File: src/rtl/flk_timing_pkg.sv
package flk_timing_pkg;

  localparam int ADDR_W = 3;

  typedef enum logic [1:0] {
    TSEL_FAST = 2'd0,
    TSEL_MID  = 2'd1,
    TSEL_SLOW = 2'd2,
    TSEL_USER = 2'd3
  } tsel_e;

  typedef enum logic [ADDR_W-1:0] {
    RA_ENABLE = 3'd0,
    RA_TIMING = 3'd1,
    RA_PER_LO = 3'd2,
    RA_PER_HI = 3'd3,
    RA_MODE   = 3'd4
  } reg_addr_e;

endpackage

File: src/rtl/flk_cfg_regs.sv
module flk_cfg_regs
  import flk_timing_pkg::*;
#(
  parameter int PERIOD_W = 10,
  parameter int LO_W     = 8,
  parameter int CODE_W   = 2,
  parameter int FMODE_W  = 3,
  parameter int DATA_W   = 8,
  parameter int BASE_P1  = 144
) (
  input  logic                clk,
  input  logic                rst_n,
  input  logic                wr_en,
  input  logic [ADDR_W-1:0]   wr_addr,
  input  logic [DATA_W-1:0]   wr_data,
  output logic                pwr_q,
  output logic                flk_q,
  output tsel_e               sel_q,
  output logic [CODE_W-1:0]   code_q,
  output logic [PERIOD_W-1:0] period_q,
  output logic                stream_q,
  output logic                map_q,
  output logic [FMODE_W-1:0]  fmode_q
);

  localparam int HI_W = PERIOD_W - LO_W;
  localparam logic [PERIOD_W-1:0] RST_PERIOD = PERIOD_W'((BASE_P1 << 1) - 1);

  function automatic logic [PERIOD_W-1:0] preset_period(input logic [1:0] s);
    int p1;
    p1 = BASE_P1 << s;
    return PERIOD_W'(p1 - 1);
  endfunction

  logic                pwr_d, flk_d, stream_d, map_d;
  tsel_e               sel_d;
  logic [CODE_W-1:0]   code_d;
  logic [PERIOD_W-1:0] period_d;
  logic [FMODE_W-1:0]  fmode_d;
  logic                locked;

  assign locked = pwr_q & flk_q;

  always_comb begin
    pwr_d    = pwr_q;
    flk_d    = flk_q;
    sel_d    = sel_q;
    code_d   = code_q;
    period_d = period_q;
    stream_d = stream_q;
    map_d    = map_q;
    fmode_d  = fmode_q;
    if (wr_en) begin
      case (reg_addr_e'(wr_addr))
        RA_ENABLE: begin
          pwr_d = wr_data[0];
          flk_d = wr_data[0] & wr_data[1];
        end
        RA_TIMING: begin
          if (!locked) begin
            sel_d = tsel_e'(wr_data[1:0]);
            if (tsel_e'(wr_data[1:0]) == TSEL_USER) begin
              code_d = wr_data[CODE_W+1:2];
            end else begin
              code_d   = '0;
              period_d = preset_period(wr_data[1:0]);
            end
          end
        end
        RA_PER_LO: begin
          if (!locked) period_d[LO_W-1:0] = wr_data[LO_W-1:0];
        end
        RA_PER_HI: begin
          if (!locked) period_d[PERIOD_W-1:LO_W] = wr_data[HI_W-1:0];
        end
        RA_MODE: begin
          stream_d = wr_data[0];
          map_d    = wr_data[1];
          fmode_d  = wr_data[FMODE_W+1:2];
        end
        default: ;
      endcase
    end
  end

  always_ff @(posedge clk or negedge rst_n) begin
    if (!rst_n) begin
      pwr_q    <= 1'b0;
      flk_q    <= 1'b0;
      sel_q    <= TSEL_MID;
      code_q   <= '0;
      period_q <= RST_PERIOD;
      stream_q <= 1'b0;
      map_q    <= 1'b0;
      fmode_q  <= '0;
    end else begin
      pwr_q    <= pwr_d;
      flk_q    <= flk_d;
      sel_q    <= sel_d;
      code_q   <= code_d;
      period_q <= period_d;
      stream_q <= stream_d;
      map_q    <= map_d;
      fmode_q  <= fmode_d;
    end
  end

  assert_locked_timing_R7: assert property (@(posedge clk) disable iff (!rst_n)
    locked |=> ($stable(period_q) && $stable(sel_q) && $stable(code_q)));

  assert_preset_count_R1: assert property (@(posedge clk) disable iff (!rst_n)
    (sel_q != TSEL_USER) |-> (code_q == '0));

  assert_pwr_clears_en_R8: assert property (@(posedge clk) disable iff (!rst_n)
    !pwr_q |-> !flk_q);

endmodule

File: src/rtl/flk_sample_timer.sv
module flk_sample_timer #(
  parameter int PERIOD_W = 10
) (
  input  logic                clk,
  input  logic                rst_n,
  input  logic                run,
  input  logic                tick,
  input  logic [PERIOD_W-1:0] period,
  output logic                wrap
);

  logic [PERIOD_W-1:0] cnt_q, cnt_d;

  assign wrap = run & tick & (cnt_q == period);

  always_comb begin
    cnt_d = cnt_q;
    if (!run) begin
      cnt_d = '0;
    end else if (tick) begin
      cnt_d = wrap ? '0 : cnt_q + 1'b1;
    end
  end

  always_ff @(posedge clk or negedge rst_n) begin
    if (!rst_n) cnt_q <= '0;
    else        cnt_q <= cnt_d;
  end

  assert_cnt_in_range_R3: assert property (@(posedge clk) disable iff (!rst_n)
    run |-> (cnt_q <= period));

endmodule

File: src/rtl/flk_frame_counter.sv
module flk_frame_counter #(
  parameter int CODE_W    = 2,
  parameter int BASE_LOG2 = 7
) (
  input  logic              clk,
  input  logic              rst_n,
  input  logic              run,
  input  logic              wrap,
  input  logic [CODE_W-1:0] code,
  input  logic              unlimited,
  output logic              sample_strobe,
  output logic              frame_start,
  output logic              frame_done
);

  localparam int CNT_W = BASE_LOG2 + (1 << CODE_W) - 1;

  logic [CNT_W-1:0] samp_q, samp_d;
  logic [CNT_W:0]   frame_len;
  logic [CNT_W-1:0] last_idx;
  logic             last, end_frame;
  logic             run_q;
  logic             strobe_d, start_d, done_d;

  assign frame_len = (CNT_W+1)'(1) << (BASE_LOG2 + int'(code));
  assign last_idx  = CNT_W'(frame_len - 1'b1);
  assign last      = (samp_q == last_idx);
  assign end_frame = wrap & last & ~unlimited;

  always_comb begin
    samp_d = samp_q;
    if (!run) begin
      samp_d = '0;
    end else if (wrap) begin
      samp_d = end_frame ? '0 : samp_q + 1'b1;
    end
    strobe_d = wrap;
    done_d   = end_frame;
    start_d  = run & (~run_q | end_frame);
  end

  always_ff @(posedge clk or negedge rst_n) begin
    if (!rst_n) begin
      samp_q        <= '0;
      run_q         <= 1'b0;
      sample_strobe <= 1'b0;
      frame_start   <= 1'b0;
      frame_done    <= 1'b0;
    end else begin
      samp_q        <= samp_d;
      run_q         <= run;
      sample_strobe <= strobe_d;
      frame_start   <= start_d;
      frame_done    <= done_d;
    end
  end

  assert_done_with_strobe_R4: assert property (@(posedge clk) disable iff (!rst_n)
    frame_done |-> sample_strobe);

  assert_done_starts_next_R5: assert property (@(posedge clk) disable iff (!rst_n)
    frame_done |-> frame_start);

endmodule

File: src/rtl/flk_timing_seq.sv
module flk_timing_seq
  import flk_timing_pkg::*;
#(
  parameter int PERIOD_W  = 10,
  parameter int LO_W      = 8,
  parameter int CODE_W    = 2,
  parameter int FMODE_W   = 3,
  parameter int DATA_W    = 8,
  parameter int BASE_P1   = 144,
  parameter int BASE_LOG2 = 7
) (
  input  logic                clk,
  input  logic                rst_n,
  input  logic                cfg_wr,
  input  logic [2:0]          cfg_addr,
  input  logic [DATA_W-1:0]   cfg_wdata,
  input  logic                mod_tick,
  output logic                sample_strobe,
  output logic                frame_start,
  output logic                frame_done,
  output logic [1:0]          rb_time_sel,
  output logic [CODE_W-1:0]   rb_count_code,
  output logic [PERIOD_W-1:0] rb_period,
  output logic                rb_pwr,
  output logic                rb_flk_en,
  output logic                rb_unlimited
);

  logic                pwr, flk, stream, map_fd, run, wrap, unlimited;
  tsel_e               sel;
  logic [CODE_W-1:0]   code;
  logic [PERIOD_W-1:0] period;
  logic [FMODE_W-1:0]  fmode;

  flk_cfg_regs #(
    .PERIOD_W(PERIOD_W), .LO_W(LO_W), .CODE_W(CODE_W),
    .FMODE_W(FMODE_W), .DATA_W(DATA_W), .BASE_P1(BASE_P1)
  ) cfg_i (
    .clk      (clk),
    .rst_n    (rst_n),
    .wr_en    (cfg_wr),
    .wr_addr  (cfg_addr),
    .wr_data  (cfg_wdata),
    .pwr_q    (pwr),
    .flk_q    (flk),
    .sel_q    (sel),
    .code_q   (code),
    .period_q (period),
    .stream_q (stream),
    .map_q    (map_fd),
    .fmode_q  (fmode)
  );

  assign run       = pwr & flk;
  assign unlimited = (code == {CODE_W{1'b1}}) & stream & map_fd & (fmode != '0);

  flk_sample_timer #(.PERIOD_W(PERIOD_W)) timer_i (
    .clk    (clk),
    .rst_n  (rst_n),
    .run    (run),
    .tick   (mod_tick),
    .period (period),
    .wrap   (wrap)
  );

  flk_frame_counter #(.CODE_W(CODE_W), .BASE_LOG2(BASE_LOG2)) frame_i (
    .clk           (clk),
    .rst_n         (rst_n),
    .run           (run),
    .wrap          (wrap),
    .code          (code),
    .unlimited     (unlimited),
    .sample_strobe (sample_strobe),
    .frame_start   (frame_start),
    .frame_done    (frame_done)
  );

  assign rb_time_sel   = sel;
  assign rb_count_code = code;
  assign rb_period     = period;
  assign rb_pwr        = pwr;
  assign rb_flk_en     = flk;
  assign rb_unlimited  = unlimited;

  assert_unlimited_no_done_R6: assert property (@(posedge clk) disable iff (!rst_n)
    $past(unlimited) |-> !frame_done);

  assert_strobe_needs_run_R8: assert property (@(posedge clk) disable iff (!rst_n)
    sample_strobe |-> $past(pwr && flk));

endmodule

File: config.mk
export PLATFORM = sky130hd
export DESIGN_NAME = flk_timing_seq
export DESIGN_NICKNAME = d
export VERILOG_FILES = /design/src/rtl/flk_timing_pkg.sv /design/src/rtl/flk_cfg_regs.sv /design/src/rtl/flk_sample_timer.sv /design/src/rtl/flk_frame_counter.sv /design/src/rtl/flk_timing_seq.sv
export SDC_FILE = /design/constraint.sdc
export NUM_CORES = 1
export LEC_CHECK = 0
export BUFFER_PORTS_ARGS = -buffer_cell sky130_fd_sc_hd__buf_2
export CORE_UTILIZATION = 50
export CTS_CLUSTER_DIAMETER = 50
export DETAILED_ROUTE_END_ITERATION = 7
export PLACE_DENSITY_LB_ADDON = 0.12
export SLEW_MARGIN = 20
export SYNTH_ARGS = -nofsm -noshare
export SYNTH_HDL_FRONTEND = slang
export SYNTH_HIERARCHICAL = 1
export SYNTH_SLANG_ARGS = --single-unit
File: constraint.sdc
create_clock -name clk -period 2.1 [get_ports clk]
set_input_delay 0 -clock clk [delete_from_list [all_inputs] [get_ports clk]]
set_output_delay 0 -clock clk [all_outputs]
set_load 0.02 [all_outputs]
== After elaboration in Yosys (flattened, before gate mapping) ==
Cells that the tools add are included.
Cells by class
  add/sub/neg operators: 5
  equality and inequality tests: 14
  shifts and indexed selects: 2
  mux-type cells: 13
  bitwise gates (word level): 14
  reductions and logical operators: 9
Operator list (number)
  two-way mux 10 bit: 8
  << shifter 1 x 32 -> 10 bit, first input constant: 1
  adder 10 x 1 -> 10 bit, second input constant: 2
  equality test 10 bit: 2
  case mux 8 bit (2 select lines): 1
  != test 2 bit, second input constant: 6
  bitwise AND 1 bit: 10
  AND reduction 5 bit: 2
  << shifter 8 x 2 -> 10 bit, first input constant: 1
  subtractor 10 x 1 -> 10 bit, second input constant: 1
  subtractor 10 x 2 -> 10 bit, second input constant: 1
  two-way mux 8 bit: 1
  equality test 3 x 2 -> 1 bit, second input constant: 2
  adder 3 x 2 -> 4 bit, first input constant: 1
  equality test 2 bit, second input constant: 2
  two-way mux 2 bit: 2
  case mux 2 bit (2 select lines): 1
  AND reduction 2 bit: 2
  nonzero test 2 bit: 2
  equality test 3 x 1 -> 1 bit, second input constant: 1
  equality test 3 bit, second input constant: 1
  logical NOT 3 bit: 1
  NOT 1 bit: 3
  AND reduction 3 bit: 1
  2 further kinds: 2
Storage, ports and cells
  register bits after elaboration: 45
  input port bits: 15
  output and inout bits: 20
  word-level logic and storage cells: 72

== Depth between registers and ports, before layout ==
Gate-level depths: netlist of run 1.
  depth after elaboration: 9
  gate-level depth with buffers: 11
  mapped depth without buffers: 9

== Modules after synthesis ==
The synthesis of run 1 kept the hierarchy.
Modules (own cells, without submodules)
  flk_cfg_regs: times used 1, cells an instance 70, area an instance 927.1 sq um, seq. area each 534.3 sq um
  flk_frame_counter: times used 1, cells an instance 79, area an instance 780.7 sq um, seq. area each 350.3 sq um
  flk_sample_timer: times used 1, cells an instance 73, area an instance 668.1 sq um, seq. area each 250.2 sq um
  flk_timing_seq: times used 1, cells an instance 4, area an instance 26.3 sq um, seq. area each 0.0 sq um

== Worst setup path after synthesis of run 1 ==
Ideal clock, no wire load.
  kind: reg2reg
  start: register cfg_i.period_q[8]
  end: register frame_i.samp_q[1]
  library setup time: 122 ps
  data arrival time: 2126 ps
  required time: 1978 ps
  path slack: -148 ps
  stages on the path, launching flop included: 10
  buffers on the path: 1
  clock period less this slack: 2248 ps
  cells stage by stage: dfstp_2 -> xor2_1 -> nor4_2 -> nand3_1 -> nor2_1 -> nand4b_1 -> nor3_2 -> o21ai_4 -> buf_6 -> a32o_1
On the way
  cells in the longest elaborated chain, start to end: 7
  elaborated cells between the ends (all ways): 8
  those cells by class: eq/ne (2); mux (3); bitwise (3)
Ends and longest elaborated chain
  start, declared: line flk_cfg_regs.sv:20  | output logic [PERIOD_W-1:0] period_q,
  start signal, assigned: line flk_cfg_regs.sv:101  | period_q <= period_d;
  equality test 10 bit (*): line flk_sample_timer.sv:14  | assign wrap = run & tick & (cnt_q == period);
  bitwise AND 1 bit (*): line flk_sample_timer.sv:14
  via wrap: line flk_timing_seq.sv:29  | logic pwr, flk, stream, map_fd, run, wrap, unlimited;
  bitwise AND 1 bit (2 in a row): line flk_frame_counter.sv:28  | assign end_frame = wrap & last & ~unlimited;
  two-way mux 10 bit: line flk_frame_counter.sv:35  | samp_d = end_frame ? '0 : samp_q + 1'b1;
  two-way mux 10 bit: line flk_frame_counter.sv:34  | end else if (wrap) begin
  two-way mux 10 bit: line flk_frame_counter.sv:32  | if (!run) begin
  end signal, assigned: line flk_frame_counter.sv:50  | samp_q <= samp_d;
  end, declared: line flk_frame_counter.sv:18  | logic [CNT_W-1:0] samp_q, samp_d;
Mark *: on every way through the listed nets, which the timed path passes. The rest lies on a longest branch. The select of a mux whose other input is x is not followed.
A chain may end at the register's enable or synchronous reset.

== Worst setup path after layout of run 1 ==
Same ends and word-level chain as after synthesis.

==> results of run 1 <==
## layout by cell type, fill, tap and decap left out, drive strengths merged, types with 2 or more instances in the layout
master       Yosys  final
dfrtp           38     38
nand3           20     20
nand4b           2      2
and2             6      6
nor4             4      4
dfstp            7      7
mux2            12     12
nand4            7      7
nor2             6      6
or3              2      2
xor2            12     12
o22ai            3      3
buf              6     52
and3             6      6
o21ai            9      9
clkbuf           1      7
nor3             3      3
nand2           22     22
dlygate4sd3      0      6
a22o             2      2
o22a             6      6
a31oi            7      7
ha               3      3
mux2i            4      4
a21oi           10     10
nor2b            3      3
o311ai           5      5
inv             11     11
## cell families (layout without fill, tap and decap cells)
kind of cell	Yosys count	after routing
XOR/XNOR	13	13
adder cells (fa/ha/maj)	3	3
buffers and inverters	18	77
AND/OR/NAND/NOR	85	85
flip-flops	45	45
multiplexers	16	16
AO/OA/AOI/OAI	46	46
## power by group
part           switching (mW)  leakage (nW)  total, mW  internal [mW]
combinational           0.242         0.642      0.439          0.198
sequential             0.0681         0.581       1.04          0.972
clock                   0.294        0.0585      0.683          0.388
total                   0.604          1.28       2.16           1.56
## synth_stat cells (all sizes together) (2+ instances only)
master and n:
a21oi 10, a22o 2, a31oi 7, and2 6, and3 6, buf 6
dfrtp 38, dfstp 7, ha 3, inv 11, mux2 12, mux2i 4
nand2 22, nand3 20, nand4 7, nand4b 2, nor2 6, nor2b 3
nor3 3, nor4 4, o21ai 9, o22a 6, o22ai 3, o311ai 5
or3 2, xor2 12
## cell type report
type / instances / area [sq um] / share of cell area
Timing Repair Buffer: 58 / 365 / 0.126
Inverter: 11 / 41.3 / 0.0142
Tap cell: 52 / 65.1 / 0.0224
Clock buffer: 7 / 86.3 / 0.0297
Multi-Input combinational cell: 163 / 1180 / 0.407
Clock inverter: 1 / 30.0 / 0.0103
Sequential cell: 45 / 1130 / 0.390
## per-stage QoR
step / hold slack, ns / utilization / setup WS [ns] / power [mW]
after CTS: 0.0420 / 0.650 / -0.0122 / 2.18
final: 0.0384 / 0.650 / 0.0135 / 2.16
after detailed placement: -0.120 / 0.610 / -0.0455 / 1.49
after global routing: 0.0356 / 0.650 / -0.134 / 2.26
after global placement: -0.114 / 0.610 / 0.0210 / 1.49
after floorplan: -0.296 / - / -0.102 / 1.32
## path summary, 6_finish.rpt
| path | start | to | depth (start not counted) |
|---|---|---|---|
| hold / removal | cfg_wdata[1] | cfg_i/period_q[1] | 2 |
| setup reg to reg | cfg_i/period_q[8] | frame_i/samp_q[1] | 8 |
| setup / recovery | cfg_i/period_q[8] | frame_i/samp_q[1] | 8 |
| max in group asynchronous | rst_n | cfg_i/period_q[2] | 3 |
| hold reg to reg | frame_i/run_q | frame_i/frame_start | 1 |
| min in group asynchronous | rst_n | frame_i/samp_q[0] | 2 |
## worst max-delay path, cell delays in order, from the launching register on
cell and delay (ns):
dfstp_2 0.55, xor2_1 0.07, nor4_2 0.31, nand3_1 0.15, nor2_2 0.13, nand4b_1 0.14
nor3_2 0.20, o21ai_4 0.16, a32o_1 0.28
## flip-flops by register name, indices dropped and copies added, names as in the netlist
signal	cells
cfg_i/period_q	10
frame_i/samp_q	10
timer_i/cnt_q	10
cfg_i/fmode_q	3
cfg_i/code_q	2
cfg_i/sel_q	2
cfg_i/flk_q	1
cfg_i/map_q	1
cfg_i/pwr_q	1
cfg_i/stream_q	1
frame_i/frame_done	1
frame_i/frame_start	1
frame_i/run_q	1
frame_i/sample_strobe	1
## routing by layer
| layer | up-vias | GRT usage |
|---|---|---|
| li1 | 949 | - |
| met1 | 913 | 0.305 |
| met2 | 44 | 0.331 |
| met3 | 7 | 0.0338 |
| met4 | 0 | 0.0822 |
| met5 | - | 0 |
## what timing repair did
item | 4_1_cts | 5_1_grt
pin swaps | 1 | 0
endpoints found under the hold margin | 47 | 0
buffers inserted | 0 | 0
hold buffers | 6 | 0
endpoints found under the setup margin | 8 | 11
gates resized for setup | 0 | 2
==> summary.md, run 1 <==
| Metric | Value |
|---|---|
| Placed Cells | `~320` |
| FMAX | `roughly 0.48 GHz` |
| Drt initial violations | `about 150` |
| Placeable Area | `approximately 0.0045 sq mm` |
| Final wirelength | `approximately 5000 microns` |
| Largest net degree at the start of global routing | `21` |
| Number of global-route vias before repair | `roughly 1900` |
| Yosys warns | `6` |
| Post-synth top area cell | `dfrtp_1` |
| Fin. max-slew vios | `0` |
| Row count | `24` |
| Synth Area in Adders | `0.0156` |
| Pwr Density | `about 740 mW/mm^2` |
| Top-area cell type share of the netlist area | `0.396` |
| XOR/XNOR Fraction of Synth Area | `0.0474` |
| First-pass GRT wire length | `between 8000 and 9000 microns` |
| Synth cell types | `49` |
| Worst vdd ir | `~0.43 mV` |
| Die ar. | `about 0.0051 sq mm` |
| Post-synth EDFFs | `0` |
| Worst Path Arrival | `around 2.3 ns` |
| Critical path peak fanout | `12` |
| Layout cell share with drive strength beyond 1 | `0.344` |
| Largest family of logic cells by synthesized area | `simple AND/OR/NAND/NOR gates` |
| Synth Flop Type | `dfrtp_1` |
| Violated checks | `design-rule violations` |
| Final period utilization | `0.994` |
| # fillers | `between 300 and 400` |
| Top sig layer | `met4` |
| Global Route Usage Sum | `0.214` |
| Dpl hpwl | `3690 microns` |
| WL met1 | `approximately 2400 microns` |
| Initial Util | `0.537` |
| Clock slew at reported path FFs | `~0.080 ns` |
| Worst EP required | `approximately 2.3 ns` |
| Cell Area, Synth | `around 0.0024 sq mm` |
| Status | `complete, but fails checks` |
| Compound-Gate Fraction of Synth Area | `0.152` |
| Latest clock arrival within the worst-skew pair | `~0.30 ns` |
| P_leak | `~1.3 nW` |
| Post-route cell area | `roughly 0.0029 sq mm` |
| Post-layout nets | `302` |
| GPL Wtd Cong | `~0.84` |
| MaxCap Viol Count | `0` |
| Post-synthesis mux area share | `0.0760` |
| Post-DR vias/cell | `5.68` |
| Post-DRT Antenna Nets | `0` |
| Tmin final | `2.09 ns` |
| Relative slew slack | `0.690` |
| CTS Buf Count | `5` |
| Final setup violation count | `0` |
| Buffers on Ports | `34` |
| Fin. Hold Viols | `0` |
| CTS H-tree lvls | `2` |
| Seq/Total Area, Yosys | `0.472` |
| CTS tree | `done` |
| R2r setup slk | `approximately 0.013 ns` |
| Root Driver | `clkbuf_8` |
| DRT Pass-1 Iters | `6` |
| CP Class | `register to register` |
| Die Wd | `approximately 70 microns` |
| # diodes | `0` |
| Asr flop ratio synth | `1.00` |
| WL met3 | `about 150 microns` |
| # IOs | `35` |
| Worst slew pin tran | `approximately 0.46 ns` |
| Syn_area_per_cell | `10.6 sq um` |
| Syn nets | `244` |
| Die Span Y | `approximately 71 microns` |
| Placed cell area | `around 0.0027 sq mm` |
| Synth top area cells | `dfrtp_1 40%, dfstp_2 7.7%, mux2_2 4.7%` |
| Yosys reg bits | `45` |
| Met2 wire length | `about 2300 microns` |
| Non-filler cells, final | `between 300 and 400` |
| Crit. End Element | `register` |
| GRT overflow | `0` |
| Clock buffer depth | `2` |
| Simple-gate portion of the synthesized area | `0.201` |
| Clock sinks | `45` |
| Hold Path Class | `input port to register` |
| DR DRC count | `1` |
| Setup Skew | `about 0.0075 ns` |
| DR WL/cell | `around 15 microns` |
| Layout area overhead | `21.0%` |
| RSZ-0062 raised after global routing | `yes` |
| Via count | `~1900` |
| Synthesized netlist cell count | `226` |
| CP startpoint kind | `register` |
| Final total negative setup slack | `0 ns` |
| Initial antenna violation count | `0` |
(Power assumes the default switching activity.)
==> inputs of run 2 (changes only) <==
CTS_BUF_LIST = sky130_fd_sc_hd__clkbuf_8 sky130_fd_sc_hd__clkbuf_16   (was unset)
SLEW_MARGIN = 0   (was 20)
==> summary.md, run 2 (synthesis results as in run 1) <==
| Metric | Value |
|---|---|
| Setup Skew | `between 0.007 and 0.008 ns` |
| R2r setup slk | `0.01 ns` |
| Worst vdd ir | `approximately 0.43 mV` |
| Dpl hpwl | `between 3000 and 4000 microns` |
| Placed Cells | `323` |
| Buffers on Ports | `34` |
| Relative slew slack | `0.690` |
| Critical path peak fanout | `12` |
| Via count | `~1900` |
| GRT overflow | `0` |
| Number of global-route vias before repair | `around 1900` |
| Fin. max-slew vios | `0` |
| MaxCap Viol Count | `0` |
| # diodes | `0` |
| Pwr Density | `roughly 740 mW/mm^2` |
| Row count | `24` |
| Worst EP required | `around 2.3 ns` |
| Crit. End Element | `register` |
| Clock slew at reported path FFs | `0.08 ns` |
| Final total negative setup slack | `0 ns` |
| CTS H-tree lvls | `2` |
| Status | `complete, but fails checks` |
| Clock buffer depth | `2` |
| Commonest non-fill, non-tap cell in the layout | `dfrtp_1` |
| DRT Pass-1 Iters | `6` |
| Initial Util | `0.537` |
| Final wirelength | `approximately 5000 microns` |
| Clock sinks | `45` |
| DR WL/cell | `approximately 15 microns` |
| GPL Wtd Cong | `about 0.84` |
| CP startpoint kind | `register` |
| Final setup margin | `0.0135 ns` |
| Final period utilization | `0.994` |
| First-pass GRT wire length | `between 8000 and 9000 microns` |
| Setup Buffers After CTS | `0` |
| Worst Setup SP | `cfg_i/period_q[8]` |
| Post-DR vias/cell | `approximately 5.7` |
| Die Span Y | `slightly above 70 microns` |
| Latest clock arrival within the worst-skew pair | `0.30 ns` |
| Die Wd | `71.3 microns` |
| Violated checks | `design-rule violations` |
| # IOs | `35` |
| Area of the multi-input gates | `around 0.0012 sq mm` |
| Placeable Area | `0.00447 sq mm` |
| Start of the worst register-to-register path | `cfg_i/period_q[8]` |
| Top Registers | `cfg_i/period_q (10), frame_i/samp_q (10), timer_i/cnt_q (10)` |
| Post-layout nets | `302` |
| Worst R2R Path Depth | `8` |
| FMAX | `between 0.4 and 0.5 GHz` |
| Layout cell share with drive strength beyond 1 | `0.344` |
| Setup crit end | `frame_i/samp_q[1]` |
| CTS tree | `done` |
| Most frequent cells in the layout | `38 x dfrtp_1, 34 x buf_2, 21 x nand2_1` |
| DR DRC count | `1` |
| Setup WS pre-CTS | `-0.0455 ns` |
| Placed cell area | `0.00273 sq mm` |
| Fin. Hold Viols | `0` |
| Hold Path Class | `input port to register` |
| Post-route cell area | `between 0.002 and 0.003 sq mm` |
| RSZ-0062 raised after global routing | `yes` |
| CP Class | `register to register` |
| Post-DRT Antenna Nets | `0` |
| Tmin final | `about 2.1 ns` |
| Root Driver | `clkbuf_8` |
| Drt initial violations | `roughly 150` |
| Worst Path Arrival | `between 2 and 2.5 ns` |
| P_leak | `approximately 1.3 nW` |
| CTS Buf Count | `5` |
| # fillers | `approximately 370` |
| Non-filler cells, final | `~340` |
| Largest net degree at the start of global routing | `21` |
| Layout area overhead | `21.0%` |
| Final setup violation count | `0` |
| Initial antenna violation count | `0` |
| R2R Path End | `frame_i/samp_q[1]` |
| Worst slew pin tran | `approximately 0.46 ns` |
| Die ar. | `between 0.005 and 0.006 sq mm` |
| Global Route Usage Sum | `0.214` |
| Register area | `0.00113 sq mm` |
[run 2: cell count changes in the layout (fill, tap and decap cells not counted)]
cell	change
clkbuf_1	-1
inv_1	+1
[run 2: stage by stage]
| step | hold WS, ns | power (mW) | utilization |
|---|---|---|---|
| finish | 0.0384 | 2.16 | 0.650 |
| global route | 0.0356 | 2.25 | 0.650 |
| CTS | 0.0420 | 2.18 | 0.650 |
| detailed placement | -0.120 | 1.49 | 0.610 |
| global placement | -0.114 | 1.49 | 0.610 |
| floorplan | -0.296 | 1.32 | - |
[run 2: layout make-up]
| class | instances | share of cell area |
|---|---|---|
| clock inverters | 2 | 0.0116 |
| multi-input cells | 163 | 0.407 |
| repair buffers | 58 | 0.126 |
| well taps | 52 | 0.0224 |
| flip-flops and latches | 45 | 0.390 |
| inverters | 11 | 0.0142 |
| clock buffers | 6 | 0.0284 |
[run 2: worst min-delay path by stage]
stage / start / to / slack (ns) / depth (start not counted)
after CTS: cfg_wdata[1] / cfg_i/period_q[1] / 0.04 / 2
final: cfg_wdata[1] / cfg_i/period_q[1] / 0.04 / 2
after global placement: rst_n / frame_i/run_q / -0.11 / 1
after floorplan: rst_n / cfg_i/code_q[0] / -0.30 / 0
after global routing: cfg_wdata[0] / cfg_i/period_q[0] / 0.04 / 2
after detailed placement: rst_n / frame_i/samp_q[0] / -0.12 / 1
[run 2: routing by layer]
metal | track usage | share of wire | up-vias | wire, microns
met2 | 0.331 | 0.47 | 44 | 2330
met4 | 0.0822 | 0.014 | 0 | 71
li1 | - | - | 949 | -
met3 | 0.0338 | 0.030 | 7 | 150
met5 | 0 | 0 | - | 0
met1 | 0.305 | 0.49 | 913 | 2440
[run 2: what timing repair did]
action	CTS	global route
endpoints found under the setup margin	8	11
hold endpoints to repair	47	0
gates resized for setup	0	2
hold buffers	6	0
pin swaps	1	0
[run 2: report_power, final]
group          leakage, nW  switching (mW)  internal, mW  total (mW)
Sequential           0.581          0.0681         0.972        1.04
Clock               0.0626           0.295         0.383       0.678
Combinational        0.642           0.242         0.198       0.439
Total                 1.29           0.605          1.55        2.16
[run 2: worst max-delay path, stage by stage, from the launching register on]
cell and delay [ns]:
dfstp_2 0.55, xor2_1 0.07, nor4_2 0.31, nand3_1 0.15
nor2_2 0.13, nand4b_1 0.14, nor3_2 0.20, o21ai_4 0.16
a32o_1 0.28
==> inputs of run 3 (changes only) <==
CORE_ASPECT_RATIO = 2   (was unset)
CORE_UTILIZATION = 51   (was 50)
==> summary.md, run 3 (synthesis results as in run 1) <==
| Metric | Value |
|---|---|
| Root Driver | `clkbuf_8` |
| Clock network fraction of total power | `0.304` |
| Endpoint, Worst Hold | `cfg_i/period_q[1]` |
| WL met1 | `2280 microns` |
| Pint | `1.58 mW` |
| Source of the worst hold timing path | `cfg_wdata[1]` |
| Number of global-route vias before repair | `2042` |
| Crit-path cells | `xor2_1, nor4_2, nand3_1, nor2_2, nand4b_1, nor3_4, buf_6, o21ai_4, a32o_1` |
| Via count | `between 2000 and 2500` |
| Die Span Y | `99.1 microns` |
| Hold Path Class | `input port to register` |
| Tmin final | `2.22 ns` |
| CP startpoint kind | `register` |
| R2R Path End | `frame_i/samp_q[1]` |
| Pwr Density | `roughly 730 mW/mm^2` |
| Crit path max-delay cell type | `dfstp_2` |
| Clock slew at reported path FFs | `about 0.08 ns` |
| Worst EP required | `2.29 ns` |
| Largest net degree at the start of global routing | `35` |
| Top Registers | `cfg_i/period_q (10), frame_i/samp_q (10), timer_i/cnt_q (10)` |
| CTS H-tree lvls | `2` |
| Seq pwr share | `0.471` |
| RSZ-0062 raised after global routing | `yes` |
| Layout cell share with drive strength beyond 1 | `0.373` |
| Worst R2R Path Depth | `9` |
| Worst vdd ir | `approximately 0.79 mV` |
| Clock sinks | `45` |
| Hold depth | `2` |
| First-pass GRT wire length | `roughly 9700 microns` |
| CTS tree | `done` |
| R2r setup slk | `-0.12 ns` |
| Finished Core Util | `0.662` |
| Placed cell area | `0.00278 sq mm` |
| CTS Buf Count | `5` |
| Relative slew slack | `0.647` |
| Commonest non-fill, non-tap cell in the layout | `dfrtp_1` |
| CP max stage delay | `~0.55 ns` |
| Clock buffer depth | `2` |
| Initial antenna violation count | `0` |
| DRT Pass-1 Iters | `4` |
| Row count | `35` |
| Final period utilization | `1.05` |
| Most frequent cells in the layout | `38 x dfrtp_1, 34 x buf_2, 26 x buf_4` |
| Initial Util | `0.527` |
| Post-DR vias/cell | `between 5 and 6` |
| Post-layout nets | `about 310` |
| Switch Pwr | `between 0.6 and 0.7 mW` |
| GRT overflow | `0` |
| Top sig layer | `met4` |
| DR WL/cell | `approximately 17 microns` |
| Post-route cell area | `roughly 0.0030 sq mm` |
| Fin. Hold Viols | `0` |
| Worst Path Arrival | `between 2 and 2.5 ns` |
| Critical path peak fanout | `6` |
| Met2 wire length | `roughly 3300 microns` |
| Violated checks | `negative setup slack` |
| Logic pwr share | `0.225` |
| Global Route Usage Sum | `0.263` |
| Final setup margin | `-0.115 ns` |
| Placeable Area | `approximately 0.0046 sq mm` |
| Setup Skew | `0.00870 ns` |
| Dpl hpwl | `4380 microns` |
| GPL Wtd Cong | `~0.8` |
| WL met3 | `approximately 200 microns` |
| Fin. max-slew vios | `0` |
| Start of the worst register-to-register path | `cfg_i/period_q[8]` |
| FMAX | `roughly 0.45 GHz` |
| # diodes | `0` |
| Final total negative setup slack | `-0.703 ns` |
| Latest clock arrival within the worst-skew pair | `~0.30 ns` |
| Drt initial violations | `52` |
| Die Wd | `~50 microns` |
| Die ar. | `0.00501 sq mm` |
| Layout area overhead | `25.6%` |
| P_leak | `~1.3 nW` |
| CP Class | `register to register` |
| Buffers on Ports | `34` |
| Final setup violation count | `9` |
| # IOs | `35` |
| Post-DRT Antenna Nets | `0` |
| Switching share of power | `0.286` |
| Worst slew pin tran | `between 0.5 and 0.6 ns` |
| Status | `complete, but fails checks` |
| MaxCap Viol Count | `0` |
| Crit. End Element | `register` |
| Final wirelength | `between 6000 and 7000 microns` |
| DR DRC count | `0` |
run 3: worst max-delay path: cells and delay by family, from the launching register on:
family / cells / cell delay [ns]
and+or+nand+nor: 5 / 1.03
buffers and inverters: 1 / 0.14
DFF: 1 / 0.55
AOI/OAI and AO/OA: 2 / 0.33
xor gates and xnor gates: 1 / 0.08
run 3: through the flow:
| stage | hold slack [ns] | cells | power, mW | setup slack [ns] |
|---|---|---|---|---|
| finish | 0.0359 | 350 | 2.21 | -0.115 |
| global route | 0.0363 | 350 | 2.31 | -0.279 |
| CTS | 0.0260 | 346 | 2.23 | -0.0497 |
| detailed placement | -0.106 | 332 | 1.54 | -0.0487 |
| global placement | -0.114 | 332 | 1.53 | 0.0281 |
| floorplan | -0.296 | 226 | 1.32 | -0.102 |
run 3: how the worst max path moves through the flow:
stage                      startpoint                end  slack (ns)  cells past startpoint
floorplan           cfg_i/period_q[8]  frame_i/samp_q[1]       -0.10                      9
global placement    cfg_i/period_q[8]  frame_i/samp_q[2]        0.03                      9
detailed placement  cfg_i/period_q[8]  frame_i/samp_q[2]       -0.05                      9
CTS                 cfg_i/period_q[8]  frame_i/samp_q[2]       -0.05                      9
global route        cfg_i/period_q[8]  frame_i/samp_q[2]       -0.28                      9
finish              cfg_i/period_q[8]  frame_i/samp_q[1]       -0.12                      9
run 3: power groups by stage:
| stage | logic [mW] | clock network [mW] | registers, mW |
|---|---|---|---|
| floorplan | 0.194 | 0 | 1.13 |
| global placement | 0.479 | 0 | 1.05 |
| detailed placement | 0.485 | 0 | 1.06 |
| CTS | 0.496 | 0.692 | 1.04 |
| global route | 0.536 | 0.718 | 1.05 |
| finish | 0.497 | 0.671 | 1.04 |
run 3: final cells by class:
class / count / area, sq um
Sequential cell: 45 / 1130
Fill cell: 388 / 1540
Tap cell: 55 / 68.8
Inverter: 11 / 41.3
Clock inverter: 2 / 33.8
Clock buffer: 6 / 82.6
Timing Repair Buffer: 67 / 437
Multi-Input combinational cell: 164 / 1220
run 3: metal layers:
layer | vias to the layer above | global-route usage
met4 | 0 | 0.118
met1 | 988 | 0.286
met5 | - | 0
li1 | 970 | -
met3 | 22 | 0.0448
met2 | 62 | 0.478
run 3: timing repair:
item / CTS / global route
hold endpoints to repair: 20 / 0
cloned: 0 / 1
setup endpoints to repair: 11 / 11
hold buffers: 6 / 0
gates resized for setup: 0 / 9
pin swaps: 1 / 4
buffers inserted: 0 / 3
